[src/rtl/spram_pkg.sv]
package spram_pkg;

    localparam int unsigned DEF_WORDS = 32;
    localparam int unsigned DEF_BITS  = 4;

    // number of address bits needed to reach every word
    function automatic int unsigned index_bits(input int unsigned words);
        return (words <= 1) ? 1 : $clog2(words);
    endfunction

endpackage

[src/rtl/spram_in_reg.sv]
module spram_in_reg #(
    parameter int unsigned AW = 5,
    parameter int unsigned DW = 4
) (
    input  logic          clk,
    input  logic          rst,
    input  logic [AW-1:0] addr_i,
    input  logic [DW-1:0] data_i,
    input  logic          we_i,
    output logic [AW-1:0] addr_o,
    output logic [DW-1:0] data_o,
    output logic          we_o
);

    always_ff @(posedge clk) begin
        if (rst) begin
            addr_o <= '0;
            data_o <= '0;
            we_o   <= 1'b0;
        end else begin
            addr_o <= addr_i;
            data_o <= data_i;
            we_o   <= we_i;
        end
    end

endmodule

[src/rtl/spram_array.sv]
module spram_array #(
    parameter int unsigned WORDS = 32,
    parameter int unsigned AW    = 5,
    parameter int unsigned DW    = 4
) (
    input  logic          clk,
    input  logic          we,
    input  logic [AW-1:0] idx,
    input  logic [DW-1:0] wword,
    output logic [DW-1:0] rword
);

    logic [DW-1:0] cells [WORDS];

    always_ff @(posedge clk) begin
        if (we) begin
            cells[idx] <= wword;
        end
    end

    assign rword = cells[idx];

endmodule

[src/rtl/spram_reg_in.sv]
module spram_reg_in
    import spram_pkg::*;
#(
    parameter int unsigned WORDS = DEF_WORDS,
    parameter int unsigned DW    = DEF_BITS,
    localparam int unsigned AW   = index_bits(WORDS)
) (
    input  logic          clk,
    input  logic          rst,
    input  logic [AW-1:0] addr,
    input  logic [DW-1:0] wdata,
    input  logic          wen,
    output logic [DW-1:0] rdata
);

    logic [AW-1:0] addr_q;
    logic [DW-1:0] wdata_q;
    logic          wen_q;

    spram_in_reg #(
        .AW (AW),
        .DW (DW)
    ) u_in (
        .clk    (clk),
        .rst    (rst),
        .addr_i (addr),
        .data_i (wdata),
        .we_i   (wen),
        .addr_o (addr_q),
        .data_o (wdata_q),
        .we_o   (wen_q)
    );

    spram_array #(
        .WORDS (WORDS),
        .AW    (AW),
        .DW    (DW)
    ) u_mem (
        .clk   (clk),
        .we    (wen_q),
        .idx   (addr_q),
        .wword (wdata_q),
        .rword (rdata)
    );

endmodule

[config.mk]
export PLATFORM = sky130hd
export DESIGN_NAME = spram_reg_in
export DESIGN_NICKNAME = d
export VERILOG_FILES = /design/src/rtl/spram_pkg.sv /design/src/rtl/spram_in_reg.sv /design/src/rtl/spram_array.sv /design/src/rtl/spram_reg_in.sv
export SDC_FILE = /design/constraint.sdc
export NUM_CORES = 1
export LEC_CHECK = 0
export ABC_CLOCK_PERIOD_IN_PS = 6300
export BUFFER_PORTS_ARGS = -buffer_cell sky130_fd_sc_hd__buf_4
export CAP_MARGIN = 20
export CELL_PAD_IN_SITES_DETAIL_PLACEMENT = 0
export CELL_PAD_IN_SITES_GLOBAL_PLACEMENT = 1
export CORE_MARGIN = 5
export CORE_UTILIZATION = 57
export DETAILED_ROUTE_END_ITERATION = 16
export PLACE_DENSITY_LB_ADDON = 0.2
export SETUP_SLACK_MARGIN = 0.2
export SLEW_MARGIN = 10
export SYNTH_ARGS = -nofsm -noshare
export SYNTH_HDL_FRONTEND = slang
export SYNTH_HIERARCHICAL = 1
export SYNTH_SLANG_ARGS = --single-unit
[constraint.sdc]
create_clock -name clk -period 6.3 [get_ports clk]
set_clock_uncertainty 0.2 [all_clocks]
set_input_delay 1.26 -clock clk [delete_from_list [all_inputs] [get_ports clk]]
set_output_delay 1.26 -clock clk [all_outputs]
set_load 0.01 [all_outputs]
# After elaboration in Yosys (flattened, before gate mapping)
# Memories as Yosys holds them, arrays and structs flattened. A register that Yosys moved wholly into a read port is not among the register bits.
# Cells that the tools add are included.
# classes
n_mux	3
# ops
operator	count
5-bit two-way mux	1
1-bit two-way mux	2
# word_totals
ramBits	128
out_inout_bits	4
word_cells	7
memories	1
regBits	10
# mem_list
name	depth	width	rd	rd_ports_with_merged_regs	wr	line	rtl
u_mem.cells	32	4	1	1	1	spram_array.sv:13	logic [DW-1:0] cells [WORDS];

# Logic depth before layout (Yosys ltp)
# depth
depth_word	2
depth_mapped	7
depth_no_buf	4

# Modules after synthesis
# The synthesis kept the hierarchy.
# by_module_without_submodules
mod	seq_area_each_um2	cells_per_inst	area_per_inst_um2	n_inst
spram_array	3843.7	314	5258.8	1
spram_in_reg	200.2	20	262.8	1

# Worst setup path before layout
# No wires, ideal clock.
# synth_timing
path_kind	register to output
from	register u_in/addr_o[1] (netlist name)
to	output port rdata[2]
t_arrival_ns	1.356
t_required_ns	4.840
setup_slack_ns	3.484
n_path_buf	3
path_stages_with_launch	8
path_cell_list	dfxtp_1 > clkbuf_2 > buf_6 > buf_6 > mux2i_1 > o22ai_1 > nor4_1 > nand2_1
# synth_rtl
item	line	rtl
end: declaration	spram_reg_in.sv:13	output logic [DW-1:0] rdata

==> results_dict.tcl <==
set metrics [dict create \
    ant_nets 0 \
    dieArea_sq_mm 0.0118 \
    vias_per_cell 5.96 \
    clkSlewWorstSetupHoldPaths_ns 0.06 \
    status "finished, final reports clean" \
    dp_hpwl_um 6620 \
    routedWlPerCell_um 21.8 \
    avgSynthCellArea_sq_um 16.5 \
    drive_gt1_frac 0.152 \
    p_leak_nw 1.93 \
    cp_common_cell "buf_4" \
    ys_types 25 \
    netlist_instances 334 \
    r2r-start "u_in/addr_o[0]$_SDFF_PP0_" \
    io_buffers 15 \
    wirelength_um 10900 \
    hold_end "u_mem/cells[6][2]$_DFFE_PP_" \
    syn_nets 346 \
    critical-path-slowest-cell "buf_4" \
    start_util 0.576 \
    grt_max_degree 45 \
    antennaDiodeCount 0 \
    worst-path-stages 6 \
    path_delay_family "buffers and inverters" \
    via_count 2992 \
    critPathMaxStageDelay_ns 0.68 \
    required_ns 4.84 \
    power_w 0.00204 \
    ys_seq_area_frac 0.732 \
    track_usage 0.200 \
    multi_input_area_sq_mm 0.00135 \
    criticalPathCategory "flip-flop to primary output" \
    reg2reg_depth 2 \
    die_height_um 108 \
    postCtsSetupRepairBufs 0 \
    hold_path_depth 0 \
    grt_pass1_wl_um 16800 \
    nFillCells 669 \
    max_cap_viol_count 0 \
    worst_ep_arrival_time_ns 3.01 \
    regToRegSetupSlack_ns 3.63 \
    fin_setup_tns_ns 0 \
    min_path_type "flip-flop to flip-flop" \
    p_per_area_mw_per_mm2 322 \
    cts-buffers-inserted 17 \
    rsz0062_at_grt "false" \
    syn_area_sq_mm 0.00552 \
    overflow 0 \
    post-route-period-util 0.709 \
    path_cells "buf_4 -> mux2i_1 -> o22ai_1 -> nor4_1 -> nand2_1 -> buf_4" \
    antenna_found_initial 0 \
    core-area_sq_mm 0.00959 \
    cts-root-buf "clkbuf_8" \
    cts_hold_buf 0 \
    reg2reg_to "u_mem/cells[27][2]$_DFFE_PP_" \
    tightest_slew_ns 0.939 \
    io_pins 16 \
    cts_sinks 138 \
    cp_max_fo 44 \
    firstDrtPassIters 5 \
    clk_path_buf_depth 2 \
    start_kind "flip-flop" \
    nNetsFinal 368 \
    path_buf_inv 2 \
    rows 36 \
    ir_drop_uv 185 \
    dieWidth_um 108 \
    fmax_mhz 224 \
    worst_skew_pair.late_latency_ns 0.52 \
    syn2layout_area_growth_pct 14.6 \
    setup_viol_count_final 0 \
    first_global_vias 2979 \
    h-tree-depth 4 \
    cts_resized 0 \
    slew_viol_final 0 \
    drt_iter0_drc 267 \
    ys_ff_latch 138 \
    hold_viol_final 0 \
    drc 0 \
    tritoncts "yes" \
    seq_area_sq_mm 0.00405 \
    worstHoldStart "u_in/data_o[2]$_SDFF_PP0_" \
    endpoint_kind "primary output" \
    globalplace.congestion 0.740 \
    relSlewSlack 0.373 \
    ys_warn_count 6 \
    fin_crit_ns 4.47 \
]
==> cells in the final DEF (no fill, tap or decap), types with 2 or more instances in the layout <==
| cell type | count |
|---|---|
| o22ai_1 | 32 |
| or4bb_1 | 3 |
| mux2i_1 | 64 |
| nand4b_1 | 4 |
| buf_4 | 16 |
| clkbuf_1 | 3 |
| nand3b_1 | 4 |
| clkinv_2 | 3 |
| nor2b_1 | 10 |
| nor4_1 | 8 |
| nand3_1 | 2 |
| or4b_4 | 4 |
| clkbuf_8 | 7 |
| nand4bb_1 | 3 |
| nor2_1 | 29 |
| nand2_1 | 6 |
| edfxtp_1 | 128 |
| or3b_1 | 2 |
| dfxtp_1 | 9 |
| nor3_1 | 4 |
| buf_8 | 3 |
| clkinvlp_4 | 2 |
| clkbuf_16 | 16 |
==> power by group <==
| group | leakage (nW) | total, W | internal (W) | switching (W) |
|---|---|---|---|---|
| clock | 0.277 | 0.000923 | 0.000584 | 0.000338 |
| combinational | 0.561 | 0.0000869 | 0.0000408 | 0.0000461 |
| sequential | 1.09 | 0.00103 | 0.00101 | 0.0000197 |
| total | 1.93 | 0.00204 | 0.00163 | 0.000404 |
==> worst register-to-register path, stage by stage, from the launching register on <==
cell and delay (ns):
dfxtp_1 0.82, nand3_1 0.59, nor3_1 0.69
==> synth_stat cells <==
cell       instances  share of area
nor2_1            29          0.020
nand4bb_1          3         0.0061
nand2_1            6         0.0041
or3b_1             2         0.0032
nand3b_1           4         0.0054
or3b_2             1         0.0016
or4b_4             4          0.010
buf_2              6         0.0054
buf_4              2         0.0027
nand4_1            1         0.0011
clkbuf_2           1        0.00091
mux2i_1           64           0.12
or4bb_1            3         0.0061
nor3_1             4         0.0036
nand3_1            2         0.0018
or4_4              1         0.0020
buf_6              6          0.012
nand4b_1           4         0.0063
or3_1              1         0.0011
o22ai_1           32          0.036
clkbuf_1           2         0.0014
dfxtp_1           10          0.036
edfxtp_1         128           0.70
nor4_1             8         0.0091
nor2b_1           10          0.011
==> through the flow <==
step	instance area (sq um)	hold slack [ns]	std cells	worst slack (ns)	utilization
2_1_floorplan	5520	0.520	334	3.48	-
3_3_place_gp	5690	0.783	466	2.37	0.593
3_5_place_dp	5690	0.790	466	2.36	0.593
4_1_cts	6250	0.734	498	1.80	0.652
5_1_grt	6330	0.399	502	1.68	0.659
6_report	6330	0.374	502	1.83	0.659
==> per-layer routing <==
metal  global-route usage  share of wire  vias up
li1                     -              -     1370
met1                0.271           0.44     1498
met2                0.314           0.48      112
met3               0.0579          0.071       12
met4               0.0676          0.010        0
met5                    0              0        -
==> kinds of logic after synthesis <==
| kind of cell | synth area share |
|---|---|
| buffers and inverters | 0.0227 |
| AND/OR/NAND/NOR | 0.0927 |
| flip-flops | 0.732 |
| AO/OA/AOI/OAI | 0.0363 |
| multiplexers | 0.116 |
==> registers in the layout (all words and copies together), names as in the netlist <==
name / flops
u_in/data_o: 4
u_in/addr_o: 5
u_mem/cells: 128
u_in/we_o: 1
==> worst max-delay path by stage <==
| stage | from | end | slack [ns] |
|---|---|---|---|
| 3_5_place_dp | u_in/addr_o[1]$_SDFF_PP0_ | rdata[0] | 2.36 |
| 4_1_cts | u_in/addr_o[1]$_SDFF_PP0_ | rdata[0] | 1.80 |
| 5_1_grt | u_in/addr_o[1]$_SDFF_PP0_ | rdata[0] | 1.68 |
| 6_report | u_in/addr_o[1]$_SDFF_PP0_ | rdata[0] | 1.83 |
| 2_1_floorplan | u_in/addr_o[1]$_SDFF_PP0_ | rdata[2] | 3.48 |
| 3_3_place_gp | u_in/addr_o[1]$_SDFF_PP0_ | rdata[0] | 2.37 |
==> final cells by class <==
cell class                      count  share of cell area
Multi-Input combinational cell    179               0.214
Clock inverter                      6             0.00949
Sequential cell                   138               0.640
Clock buffer                       26              0.0803
Timing Repair Buffer               20              0.0305
Tap cell                          133              0.0263
Note: power is estimated with default switching activity, not from simulation.
